### src/rtl/irq_collector_pkg.sv
// Package: shared widths and the fixed channel-to-status-bit map.
// Assumes at most four channels; the map is decoded by host software.
package irq_collector_pkg;
    localparam int MAX_CHAN = 4;
    localparam int HALF_W   = 16;
    localparam int LINE_W   = 8;

    // Returns the status/enable bit position owned by a channel.
    function automatic int chan_bit(input int ch);
        case (ch)
            0:       return 1;
            1:       return 0;
            2:       return 6;
            default: return 7;
        endcase
    endfunction
endpackage

### src/rtl/irq_flag_cell.sv
// Module: one channel's edge-detected, write-one-to-clear status flag.
// Assumes req is synchronous to clk. A new edge wins over a clear.
module irq_flag_cell (
    input  logic clk,
    input  logic rst_n,
    input  logic req,
    input  logic clr,
    output logic flag
);
    logic req_q;
    logic rise;

    assign rise = req & ~req_q;

    // Remember the previous request level for edge detection.
    always_ff @(posedge clk) begin
        if (!rst_n) req_q <= 1'b0;
        else        req_q <= req;
    end

    // Set on a rising request, clear on acknowledge; set has priority.
    always_ff @(posedge clk) begin
        if (!rst_n)    flag <= 1'b0;
        else if (rise) flag <= 1'b1;
        else if (clr)  flag <= 1'b0;
    end

    assert_set_on_edge_R2: assert property (@(posedge clk) disable iff (!rst_n)
        (req && !req_q) |=> flag);
    assert_set_wins_R5: assert property (@(posedge clk) disable iff (!rst_n)
        (req && !req_q && clr) |=> flag);
    assert_w1c_R4: assert property (@(posedge clk) disable iff (!rst_n)
        (clr && !(req && !req_q)) |=> !flag);
    assert_level_once_R3: assert property (@(posedge clk) disable iff (!rst_n)
        (!flag && req_q && !clr) |=> !flag);
endmodule

### src/rtl/irq_enable_reg.sv
// Module: enable half-word storage, written whole by the host.
// Assumes a single-cycle write strobe.
module irq_enable_reg #(
    parameter int W = 16
) (
    input  logic         clk,
    input  logic         rst_n,
    input  logic         wr,
    input  logic [W-1:0] wdata,
    output logic [W-1:0] q
);
    // Load the full enable word on a write; clear on reset.
    always_ff @(posedge clk) begin
        if (!rst_n)  q <= '0;
        else if (wr) q <= wdata;
    end

    assert_enable_store_R6: assert property (@(posedge clk) disable iff (!rst_n)
        wr |=> (q == $past(wdata)));
endmodule

### src/rtl/irq_line_reduce.sv
// Module: registered OR of enabled status bits onto the shared line.
// Assumes status and enable are already aligned bit for bit.
module irq_line_reduce #(
    parameter int W = 8
) (
    input  logic         clk,
    input  logic         rst_n,
    input  logic [W-1:0] status,
    input  logic [W-1:0] enable,
    output logic         irq
);
    // Register the reduction so the shared line is glitch free.
    always_ff @(posedge clk) begin
        if (!rst_n) irq <= 1'b0;
        else        irq <= |(status & enable);
    end
endmodule

### src/rtl/irq_collector.sv
// Module: top of the interrupt collector. It builds the status half from
// per-channel flags at their fixed bit positions, stores the enables, and
// drives one shared line.
// Assumes NUM_CHAN is between 1 and 4; absent channels stay zero.
module irq_collector
    import irq_collector_pkg::*;
#(
    parameter int NUM_CHAN = 4
) (
    input  logic              clk,
    input  logic              rst_n,
    input  logic [MAX_CHAN-1:0] chan_req,
    input  logic              bus_wr,
    input  logic              bus_half,
    input  logic [HALF_W-1:0] bus_wdata,
    output logic [HALF_W-1:0] bus_rdata,
    output logic              irq
);
    logic [MAX_CHAN-1:0] flag;
    logic [MAX_CHAN-1:0] clr;
    logic [HALF_W-1:0]   status;
    logic [HALF_W-1:0]   enable;
    logic                stat_wr;
    logic                en_wr;

    assign stat_wr = bus_wr & ~bus_half;
    assign en_wr   = bus_wr &  bus_half;

    // Route the acknowledge bit of each channel from its own position.
    always_comb begin
        for (int ch = 0; ch < MAX_CHAN; ch++)
            clr[ch] = stat_wr & bus_wdata[chan_bit(ch)];
    end

    // One flag cell per present channel; absent channels are tied low.
    generate
        for (genvar g = 0; g < MAX_CHAN; g++) begin : g_chan
            if (g < NUM_CHAN) begin : g_on
                irq_flag_cell u_cell (
                    .clk  (clk),
                    .rst_n(rst_n),
                    .req  (chan_req[g]),
                    .clr  (clr[g]),
                    .flag (flag[g])
                );
            end else begin : g_off
                assign flag[g] = 1'b0;
            end
        end
    endgenerate

    // Scatter the channel flags into their status positions.
    always_comb begin
        status = '0;
        for (int ch = 0; ch < MAX_CHAN; ch++)
            status[chan_bit(ch)] = flag[ch];
    end

    irq_enable_reg #(.W(HALF_W)) u_en (
        .clk  (clk),
        .rst_n(rst_n),
        .wr   (en_wr),
        .wdata(bus_wdata),
        .q    (enable)
    );

    irq_line_reduce #(.W(LINE_W)) u_line (
        .clk   (clk),
        .rst_n (rst_n),
        .status(status[LINE_W-1:0]),
        .enable(enable[LINE_W-1:0]),
        .irq   (irq)
    );

    // Present the selected half to the host.
    assign bus_rdata = bus_half ? enable : status;

    assert_irq_follow_R7: assert property (@(posedge clk) disable iff (!rst_n)
        (|(status[LINE_W-1:0] & enable[LINE_W-1:0])) |=> irq);
    assert_irq_masked_R8: assert property (@(posedge clk) disable iff (!rst_n)
        !(|(status[LINE_W-1:0] & enable[LINE_W-1:0])) |=> !irq);
    assert_en_zero_R9: assert property (@(posedge clk) disable iff (!rst_n)
        (en_wr && bus_wdata == '0) |=> ##1 !irq);
endmodule

### config.mk
export PLATFORM = sky130hd
export DESIGN_NAME = irq_collector
export DESIGN_NICKNAME = d
export VERILOG_FILES = /design/src/rtl/irq_collector_pkg.sv /design/src/rtl/irq_flag_cell.sv /design/src/rtl/irq_enable_reg.sv /design/src/rtl/irq_line_reduce.sv /design/src/rtl/irq_collector.sv
export SDC_FILE = /design/constraint.sdc
export NUM_CORES = 1
export LEC_CHECK = 0
export ABC_AREA = 1
export BUFFER_PORTS_ARGS = -buffer_cell sky130_fd_sc_hd__buf_2
export CELL_PAD_IN_SITES_DETAIL_PLACEMENT = 0
export CELL_PAD_IN_SITES_GLOBAL_PLACEMENT = 1
export CORE_AREA = 2 2 61 63
export DETAILED_ROUTE_END_ITERATION = 8
export DIE_AREA = 0 0 63 65
export PLACE_DENSITY_LB_ADDON = 0.1
export SETUP_SLACK_MARGIN = 0.1
export SKIP_LAST_GASP = 1
export SYNTH_ARGS = -nofsm -noshare
export SYNTH_HDL_FRONTEND = slang
export SYNTH_SLANG_ARGS = --single-unit
### constraint.sdc
create_clock -name clk -period 0.95 [get_ports clk]
set_input_delay 0.19 -clock clk [delete_from_list [all_inputs] [get_ports clk]]
set_output_delay 0.19 -clock clk [all_outputs]
set_load 0.005 [all_outputs]
======== After elaboration in Yosys (flattened, before gate mapping) ========
Cells that the tools add are included.
operators by class
  $add $sub $neg .......................... 0
  multiply operators ...................... 0
  divide/modulo/power cells ............... 0
  magnitude comparators ................... 0
  eq/ne operators ......................... 0
  shifts and indexed selects .............. 0
  mux-type cells .......................... 9
  bitwise operators ....................... 16
  reduce and logical (&&, ||, !) cells .... 5
operators by type and width
  cell                number
  two-way mux 16 bit  1
  AND 1 bit           10
  AND 8 bit           1
  two-way mux 1 bit   8
  nonzero test 2 bit  4
  OR reduction 8 bit  1
  inverter 1 bit      5
word-level totals
  bits in registers ....................... 25
  bits in latches ......................... 0
  memory bits (writable) .................. 0
  memory bits (read-only) ................. 0
  output and inout bits ................... 17
  word-level logic and storage cells ...... 40
  memories ................................ 0

======== Logic depth before layout (Yosys ltp) ========
Gate-level depths: netlist of the first run.
  depth in word-level cells ............... 5
  gate-level depth with buffers ........... 5
  gate-level depth less buffers ........... 4

======== Modules after synthesis ========
From an unflattened synthesis of the first run, not the netlist that was laid out.
second synthesis, totals
  cells, all modules ...................... 205
  area, all modules ....................... 1242.4 um^2
by module, submodules not included
  module           times used  cells an instance  area each (um^2)  sequential area each (um^2)
  irq_enable_reg   1           101                674.4             320.3
  irq_flag_cell    4           9                  68.8              40.0
  irq_collector    1           51                 211.5             0.0
  irq_line_reduce  1           17                 81.3              20.0

======== Worst setup path before layout of the first run ========
Ideal clock, no wire load.
  path type ............................... input -> output
  from .................................... in bus_half
  to ...................................... out bus_rdata[10]
  arrival time ............................ 0.585 ns
  setup slack ............................. 0.175 ns
  stages .................................. 4
  buffers on the path ..................... 2
  path through ............................ buf_6 buf_2 nand2_1 inv_1
on the way
  cells in the longest elaborated chain, start to end .. 1
RTL lines
  item                line                 RTL
  start, declared     irq_collector.sv:14  input logic bus_half,
  two-way mux 16 bit  irq_collector.sv:76  assign bus_rdata = bus_half ? enable : status;
  end, declared       irq_collector.sv:16  output logic [HALF_W-1:0] bus_rdata,
Every way passes these cells.

======== Worst setup path in the final report of the first run ========
  from .................................... reg u_en.q[0]
  to ...................................... out bus_rdata[0]
on the way
  cells in the longest elaborated chain, start to end .. 1
RTL lines
  item                    line                  RTL
  start, declared         irq_enable_reg.sv:10  output logic [W-1:0] q
  start signal, assigned  irq_enable_reg.sv:15  else if (wr) q <= wdata;
  two-way mux 16 bit      irq_collector.sv:76
Every way passes these cells.

==> results of run 1 <==
sequential cells by signal (all words and copies together) (netlist names):
signal	cells
u_en.q	16
g_chan.g_on.u_cell.flag	4
u_line.irq	1
g_chan.g_on.u_cell.req_q	4
layout make-up:
cell class	count	area, sq um	area share [%]
sequential	25	526	35.8
tap	48	60.1	4.09
inverter	18	67.6	4.60
multi-input combinational	101	465	31.7
timing repair buffer	52	323	22.0
clock buffer	4	26.3	1.79
power by group through the flow:
stage / sequential [mW] / clock, mW / combinational (mW)
global placement: 1.16 / 0 / 0.274
finish: 1.14 / 0.484 / 0.327
CTS: 1.14 / 0.510 / 0.314
global route: 1.15 / 0.549 / 0.370
detailed placement: 1.16 / 0 / 0.278
floorplan: 1.15 / 0 / 0.177
synth_stat cells:
cell and instances:
nand2_1 54, nand3_1 24, inv_1 17, or2_0 4, dfxtp_1 25, nand2_4 1
buf_6 6, inv_2 1, a21oi_2 1, nor2_1 2, buf_2 1, a21oi_1 15
buf_4 2
worst reg2reg max path: cells and delay by family, from the launching register on:
kind | cells | cell delay (ns)
buffers and inverters | 1 | 0.13
AND/OR/NAND/NOR | 4 | 0.26
flip-flops | 1 | 0.35
final timing paths:
check	to	cells past startpoint
min	g_chan[0].g_on.u_cell.req_q	3
max	bus_rdata[0]	3
min reg2reg	u_en.q[13]	2
max reg2reg	u_line.irq	5
layer usage:
metal	GRT usage (%)	wire [um]	vias to the layer above
met5	0	0	-
met4	5.00	38	0
met2	24.1	1270	27
met1	15.1	1130	475
met3	2.60	119	5
li1	-	-	568
per-stage QoR:
stage               util, %  hold WS, ns  area, sq um  setup TNS (ns)
detailed placement     37.9        0.387         1330         -0.0747
global route           42.0       0.0461         1470           -2.66
CTS                    40.9       0.0398         1430           -1.84
finish                 42.0       0.0463         1470           -1.63
floorplan                 -        0.295         1110               0
global placement       37.9        0.381         1330       -0.000970
repair_timing:
item,CTS,global route
setup buffers,7,2
setup endpoints to repair,17,18
pin swaps,1,5
gates resized for setup,20,8
kinds of logic (layout without fill, tap and decap cells):
| kind of cell | Yosys count | count (layout) | share of synthesized area [%] |
|---|---|---|---|
| AOI/OAI and AO/OA | 16 | 16 | 7.58 |
| buffers and inverters | 27 | 74 | 14.0 |
| DFF | 25 | 25 | 45.2 |
| and+or+nand+nor | 85 | 85 | 33.1 |
cell usage in the layout, fill, tap and decap left out:
cell type	n
nand2_1	49
buf_2	40
nand3_1	24
dfxtp_2	20
inv_1	17
a21oi_1	15
buf_4	8
nand2_2	5
dfxtp_1	5
or2_0	4
clkbuf_4	3
buf_12	2
buf_6	2
nand2_4	1
inv_2	1
a21oi_2	1
nor2_2	1
nor2_1	1
clkbuf_1	1
==> run metrics, run 1 <==
Final nets 225; worst-skew pair later-pin latency 0.32 ns; switching share of power 26.2%; drt first pass iters 4; syn_nets between 150 and 200; Post-Synthesis Cells 153; final WL 2560 um; cell type with the highest aggregate area in the netlist dfxtp_1; unrepaired setup endpoints after global routing true; Reg clk slew, reported paths 0.14 ns; total track usage 13.2%; largest net degree at the start of global routing 33; Die X 63 um; min Tclk post-route roughly 1.1 ns; startpoint types register; Net Sw Power 512 uW; DP Worst Slack -0.0159 ns; Warnings, synthesis 0; Reg2Reg Setup Slack 0.11 ns; Core Region 0.00350 sq mm; fin. max-slew vios 0; # DRC 0; CTS root buffer clkbuf_4; Hold Vio Cnt, Final 0; crit share post-route 115%; max-cap viol count 0; CTS Hold Bufs 0; element type at the critical path end primary output; critical path class register to primary output; Vias roughly 1100; Comb power frac 16.7%; Most Frequent Cell on Critical Path nand2_1; global route total overflow 0; main area contributors after synthesis dfxtp_1 45%, nand2_1 18%, nand3_1 11%, a21oi_1 6.8%, buf_6 6.1%; wire per inst 10.3 um; number of filler cells placed in the layout 398; Die ar. 0.00410 sq mm; maximum clock rate 917 MHz; CTS Buffer Depth 2; post-DP HPWL 1690 um; Critical Path Max Stage Delay 0.37 ns; area delta synth->final 32.7%; hold crit path type input port to register; Slew Limit Headroom between 70% and 80%; DP Cell Count 235; register bit total from synthesis 25; Leak Pwr 0.809 nW; I/O pins 41; vias in the first global route 1001; number of distinct library cells after synthesis 13; Core Rows 22; Ant. Diodes 0; Starting Density 31.6%; Clock Skew 0.0126 ns; failing checks setup timing; initial antenna violation count 0; sequential share of power 58.5%; DR vias/cell 4.33; post-route ant nets 0; Buf/Inv on CP 1; CTS tree built; PwrDens 1330 mW/mm^2; Worst Tran Pin Value 0.326 ns; outcome finished, violations left; CP Cell Sequence nand2_1, nand2_1, buf_2; crit path DAT 0.90 ns; Critical Path Slowest Stage Cell dfxtp_2; Yosys top cell area share 45.2%; Post-Syn Area 0.00111 sq mm; Required @ worst endpoint 0.76 ns; GP Congestion roughly 0.66; first-pass GRT wire length 4250 um; total power 1.95 mW; P_int 1.44 mW; share of layout cells above drive strength 1 42.0%; crit path max fanout 3; TritonCTS Buffers 3; reg2reg start g_chan[2].g_on.u_cell.flag; Die H between 60 and 70 um; Post-Syn Area per Cell ~7.2 sq um; final instance count without filler cells between 200 and 250; TritonCTS Sinks 25; register area share after synthesis between 40 and 50%; htree depth 1; delay-heaviest family, CP flip-flops; Clk pwr share 24.8%; Setup WS post-layout -0.140 ns; 1st-iter DRT viols 37; Hold Startpoint chan_req[0]; worst setup path startpoint u_en.q[0]; Setup violations, final 16; Peak VDD IR a little under 700 uV; Port Buf Inserts 40
Note: power is estimated with default switching activity, not from simulation.
==> run 2: changes to the inputs <==
Settings changed: ABC_AREA 1 to 0, CORE_AREA 2 2 61 63 to 2 2 60 62, DIE_AREA 0 0 63 65 to 0 0 62 64.
==> run metrics, run 2 <==
Hold Vio Cnt, Final 0 (unchanged); CP Cell Sequence mux2_4, buf_6 (was nand2_1, nand2_1, buf_2); total track usage 12.8% (was 13.2%); startpoint types register (unchanged); GP Congestion 0.686 (was 0.661); Slew Limit Headroom 83.3% (was 78.2%); TritonCTS Sinks 25 (unchanged); ys flop type dfxtp_1 (unchanged); crit path DAT 1.05 ns (was 0.90 ns); 1st-iter DRT viols 26 (was 37); Post-Syn Area per Cell 9.38 sq um (was 7.23 sq um); PwrDens 1220 mW/mm^2 (was 1330 mW/mm^2); Core Region 0.00328 sq mm (was 0.00350 sq mm); crit share post-route 131% (was 115%); Die ar. 0.00397 sq mm (was 0.00410 sq mm); share of layout cells above drive strength 1 66.3% (was 42.0%); Critical Path Max Stage Delay 0.35 ns (was 0.37 ns); Post-Syn Area 0.00111 sq mm (about the same); post-route ant nets 0 (unchanged); worst-skew pair later-pin latency 0.31 ns (was 0.32 ns); Leak Pwr 0.702 nW (was 0.809 nW); CTS Buffer Depth 2 (unchanged); CTS tree built (unchanged); register bit total from synthesis 25 (unchanged); Largest regs u_en.q: 16 flops, g_chan.g_on.u_cell.flag: 4 flops, g_chan.g_on.u_cell.req_q: 4 flops (unchanged); syn_nets 142 (was 177); critical path class register to primary output (unchanged); Yosys top cell area share 45.2% (about the same); Core Rows 21 (was 22); CTS root buffer clkbuf_4 (unchanged); htree depth 1 (unchanged); cell type with the highest aggregate area in the netlist dfxtp_1 (unchanged); Final nets 191 (was 225); TritonCTS Buffers 3 (unchanged); maximum clock rate 805 MHz (was 917 MHz); main area contributors after synthesis dfxtp_1 45%, nand2_1 11%, a21boi_2 10%, and2_1 9.0%, a21boi_0 7.5% (was dfxtp_1 45%, nand2_1 18%, nand3_1 11%, a21oi_1 6.8%, buf_6 6.1%); Required @ worst endpoint 0.76 ns (about the same); total power 1.97 mW (was 1.95 mW); element type at the critical path end primary output (unchanged); most common cell after layout, fill and taps aside buf_2 (was nand2_1); failing checks setup timing (unchanged); DR vias/cell 4.35 (was 4.33); min Tclk post-route 1.24 ns (was 1.09 ns); Warnings, synthesis 0 (unchanged); most frequent cells in the layout 26 x buf_2, 23 x nand2_1, 19 x dfxtp_2, 15 x buf_6, 11 x and2_4 (was 49 x nand2_1, 40 x buf_2, 24 x nand3_1, 20 x dfxtp_2, 17 x inv_1); Post-Synthesis Cells 118 (was 153); Setup violations, final 16 (unchanged); Starting Density 33.7% (was 31.6%); vias in the first global route 890 (was 1001); area delta synth->final 46.3% (was 32.7%); Setup WS post-layout -0.292 ns (was -0.140 ns); Synth top cells by count 33 x nand2_1, 25 x dfxtp_1, 16 x and2_1 (was 54 x nand2_1, 25 x dfxtp_1, 24 x nand3_1); Biggest register u_en.q (unchanged); outcome finished, violations left (unchanged); setup tns final -2.54 ns (was -1.63 ns); Die H 64 um (was 65 um); number of distinct library cells after synthesis 15 (was 13); largest net degree at the start of global routing 26 (was 33); hold crit path type input port to register (unchanged); Post-synth EDFFs 0 (unchanged); register area share after synthesis 45.2% (about the same); Async S/R FF share, synth 0% (unchanged); Buf/Inv on CP 1 (unchanged); unrepaired setup endpoints after global routing true (unchanged); drt first pass iters 4 (unchanged); Critical Path Slowest Stage Cell dfxtp_2 (unchanged); # DRC 0 (unchanged); Worst Tran Pin Value 0.250 ns (was 0.326 ns); crit path max fanout 3 (unchanged); initial antenna violation count 0 (unchanged); Clock Skew 0.00478 ns (was 0.0126 ns); Die X 62 um (was 63 um); final WL 2300 um (was 2560 um); Largest register FFs 16 (unchanged); Vias 923 (was 1075); Reg clk slew, reported paths 0.13 ns (was 0.14 ns); max-cap viol count 0 (unchanged); wire per inst 10.8 um (was 10.3 um); Peak VDD IR 722 uV (was 687 uV); fin. max-slew vios 0 (unchanged); Port Buf Inserts 40 (unchanged); count leader, synth nand2_1 (unchanged); I/O pins 41 (unchanged); first-pass GRT wire length 3770 um (was 4250 um); post-DP HPWL 1620 um (was 1690 um); global route total overflow 0 (unchanged); delay-heaviest family, CP flip-flops (unchanged); Ant. Diodes 0 (unchanged)
run 2: stage by stage:
stage	cell area [sq um]	util, %	setup WS [ns]	hold slack, ns	std cells
after CTS	1490	45.3	-0.298	0.0647	211
final	1620	49.3	-0.292	0.0783	212
after global placement	1380	42.1	-0.0742	0.403	202
after floorplan	1140	-	0.0585	0.312	118
after global routing	1620	49.3	-0.338	0.0667	212
after detailed placement	1380	42.1	-0.0755	0.408	202
run 2: cell families (layout without fill, tap and decap cells):
family | Yosys count | after routing | share of synthesized area (%)
flip-flops | 25 | 25 | 45.2
AND/OR/NAND/NOR | 55 | 55 | 24.0
multiplexers | 4 | 4 | 4.07
AO/OA/AOI/OAI | 27 | 27 | 21.7
buffers and inverters | 7 | 55 | 5.08
run 2: path summary, 6_finish.rpt:
kind / end / depth (start not counted) / start / slack, ns
min reg2reg: u_en.q[9] / 2 / u_en.q[9] / 0.47
max: bus_rdata[7] / 2 / g_chan[3].g_on.u_cell.flag / -0.29
min: g_chan[0].g_on.u_cell.req_q / 2 / chan_req[0] / 0.08
max reg2reg: g_chan[1].g_on.u_cell.flag / 3 / g_chan[1].g_on.u_cell.flag / 0.10
run 2: timing repair:
| item | in CTS | in global routing |
|---|---|---|
| resized for setup | 13 | 38 |
| setup buffers | 5 | 1 |
| hold buffers | 0 | 0 |
| hold endpoints to repair | 0 | 0 |
| pin swaps | 0 | 2 |
| setup endpoints to repair | 17 | 21 |
run 2: area by class of cell:
cell class              count  area (sq um)
well taps                  46          57.6
repair buffers             51           387
fillers                   351          1660
flip-flops and latches     25           524
clock buffers               4          26.3
multi-input cells          86           626
run 2: worst register-to-register path, delay by kind of cell (launching register included):
family	cells	cell delay, ns
buf+inv	1	0.13
compound gates	2	0.28
flops	1	0.35
run 2: power by group:
group          internal (mW)  switching, mW  total, mW  leakage (nW)
registers               1.11         0.0253       1.14         0.213
logic                  0.221          0.150      0.371         0.474
clock network          0.164          0.302      0.466        0.0150
total                   1.50          0.477       1.97         0.702
run 2: metal layers:
layer / global-route usage, % / part of all wire (%) / routed length (um)
met1: 15.1 / 43 / 992
met2: 21.5 / 51 / 1170
met3: 3.04 / 5.2 / 120
met4: 4.79 / 0.65 / 15
met5: 0 / 0 / 0
==> run 3: changes to the inputs <==
Settings changed: CELL_PAD_IN_SITES_DETAIL_PLACEMENT 0 to not set, CELL_PAD_IN_SITES_GLOBAL_PLACEMENT 1 to not set, CORE_AREA 2 2 60 62 to 2 2 53 55, DIE_AREA 0 0 62 64 to 0 0 55 57, PLACE_DENSITY set to 0.7, PLACE_DENSITY_LB_ADDON 0.1 to not set.
==> run metrics, run 3 (synthesized netlist as in run 2, its figures left out) <==
Finished Cell Area 0.00159 sq mm (was 0.00162 sq mm); Required @ worst endpoint 0.76 ns (about the same); CTS root buffer clkbuf_4 (unchanged); I/O pins 41 (unchanged); Starting Density 42.3% (was 33.7%); Vias 939 (was 923); Leak Pwr 0.710 nW (was 0.702 nW); Ant. Diodes 0 (unchanged); outcome finished, violations left (unchanged); Reg clk slew, reported paths 0.12 ns (was 0.13 ns); largest net degree at the start of global routing 26 (unchanged); htree depth 1 (unchanged); initial antenna violation count 0 (unchanged); Clock Skew 0.000952 ns (was 0.00478 ns); Final nets 194 (was 191); TritonCTS Sinks 25 (unchanged); Setup WS post-layout -0.272 ns (was -0.292 ns); Port Buf Inserts 40 (unchanged); maximum clock rate 818 MHz (was 805 MHz); CTS tree built (unchanged); fin. max-slew vios 0 (unchanged); DR vias/cell 4.70 (was 4.35); Reg2Reg Depth 3 (unchanged); max-cap viol count 0 (unchanged); crit path max fanout 3 (unchanged); Die ar. 0.00314 sq mm (was 0.00397 sq mm); vias in the first global route 919 (was 890); 1st-iter DRT viols 12 (was 26); # DRC 0 (unchanged); critical path class register to primary output (unchanged); number of filler cells placed in the layout 244 (was 351); setup tns final -2.35 ns (was -2.54 ns); startpoint types register (unchanged); Biggest register u_en.q (unchanged); Core Region 0.00262 sq mm (was 0.00328 sq mm); Core Rows 19 (was 21); Largest register FFs 16 (unchanged); post-route ant nets 0 (unchanged); Largest regs u_en.q: 16 flops, g_chan.g_on.u_cell.flag: 4 flops, g_chan.g_on.u_cell.req_q: 4 flops (unchanged); TritonCTS Buffers 3 (unchanged); total track usage 16.5% (was 12.8%); failing checks setup timing (unchanged); PwrDens 1220 mW/mm^2 (about the same); Setup violations, final 16 (unchanged); Slew Limit Headroom 76.6% (was 83.3%); wire per inst 11.7 um (was 10.8 um); crit path DAT 1.03 ns (was 1.05 ns); element type at the critical path end primary output (unchanged); Die H 57 um (was 64 um); first-pass GRT wire length 3840 um (was 3770 um); crit share post-route 129% (was 131%); Post-DP Area 0.00135 sq mm (was 0.00138 sq mm); unrepaired setup endpoints after global routing true (unchanged); most frequent cells in the layout 27 x buf_2, 23 x nand2_1, 17 x dfxtp_2, 14 x buf_6, 13 x buf_4 (was 26 x buf_2, 23 x nand2_1, 19 x dfxtp_2, 15 x buf_6, 11 x and2_4); GP Congestion 0.694 (was 0.686); Die X 55 um (was 62 um); final WL 2330 um (was 2300 um); min Tclk post-route 1.22 ns (was 1.24 ns); worst-skew pair later-pin latency 0.30 ns (was 0.31 ns); hold crit path type input port to register (unchanged); share of layout cells above drive strength 1 63.9% (was 66.3%); CTS Buffer Depth 2 (unchanged); Hold Path Stages 2 (unchanged); most common cell after layout, fill and taps aside buf_2 (unchanged); drt first pass iters 4 (unchanged); Peak VDD IR 920 uV (was 722 uV); Worst Tran Pin Value 0.351 ns (was 0.250 ns); post-DP HPWL 1630 um (was 1620 um); Hold Vio Cnt, Final 0 (unchanged); global route total overflow 0 (unchanged); area delta synth->final 43.6% (was 46.3%)
run 3: final timing paths:
kind | startpoint | end | slack, ns
worst min-delay path | chan_req[2] | g_chan[2].g_on.u_cell.req_q | 0.09
worst max-delay path | g_chan[1].g_on.u_cell.flag | bus_rdata[0] | -0.27
worst min register to register | u_en.q[13] | u_en.q[13] | 0.47
worst max register to register | u_en.q[0] | u_line.irq | 0.06
run 3: critical path, stage by stage (launching register included):
cell and delay [ns]:
dfxtp_2 0.35, mux2_4 0.27, buf_6 0.11
run 3: power by group:
group	internal (mW)	switching [mW]	leakage, nW	total [mW]
combinational	0.216	0.147	0.482	0.363
clock	0.163	0.276	0.0150	0.439
sequential	1.11	0.0261	0.212	1.14
total	1.49	0.449	0.710	1.94
run 3: what timing repair did:
action                                  CTS  global route
pin swaps                                 0             1
gates resized for setup                  18            26
endpoints found under the setup margin   17            21
buffers inserted                          8             2
hold buffers                              0             0
run 3: metrics by stage:
stage	hold slack (ns)	util (%)	std cells	power, mW	setup WS, ns
final	0.0900	60.8	200	1.94	-0.272
after CTS	0.0743	56.7	198	1.94	-0.285
after global placement	0.404	51.4	186	1.42	-0.108
after floorplan	0.312	-	118	1.32	0.0585
after detailed placement	0.405	51.4	186	1.43	-0.112
after global routing	0.0825	60.8	200	2.05	-0.320
run 3: cell type report:
class | count | area, sq um | share of cell area (%)
Timing Repair Buffer | 54 | 390 | 24.5
Sequential cell | 25 | 522 | 32.8
Tap cell | 31 | 38.8 | 2.44
Clock buffer | 4 | 26.3 | 1.65
Multi-Input combinational cell | 86 | 613 | 38.6
run 3: per-layer routing:
layer / vias to the layer above / GRT usage [%] / part of all wire, %
li1: 487 / - / -
met1: 430 / 19.2 / 41
met2: 20 / 30.4 / 54
met3: 2 / 2.62 / 4.5
met4: 0 / 4.18 / 0.82
met5: - / 0 / 0
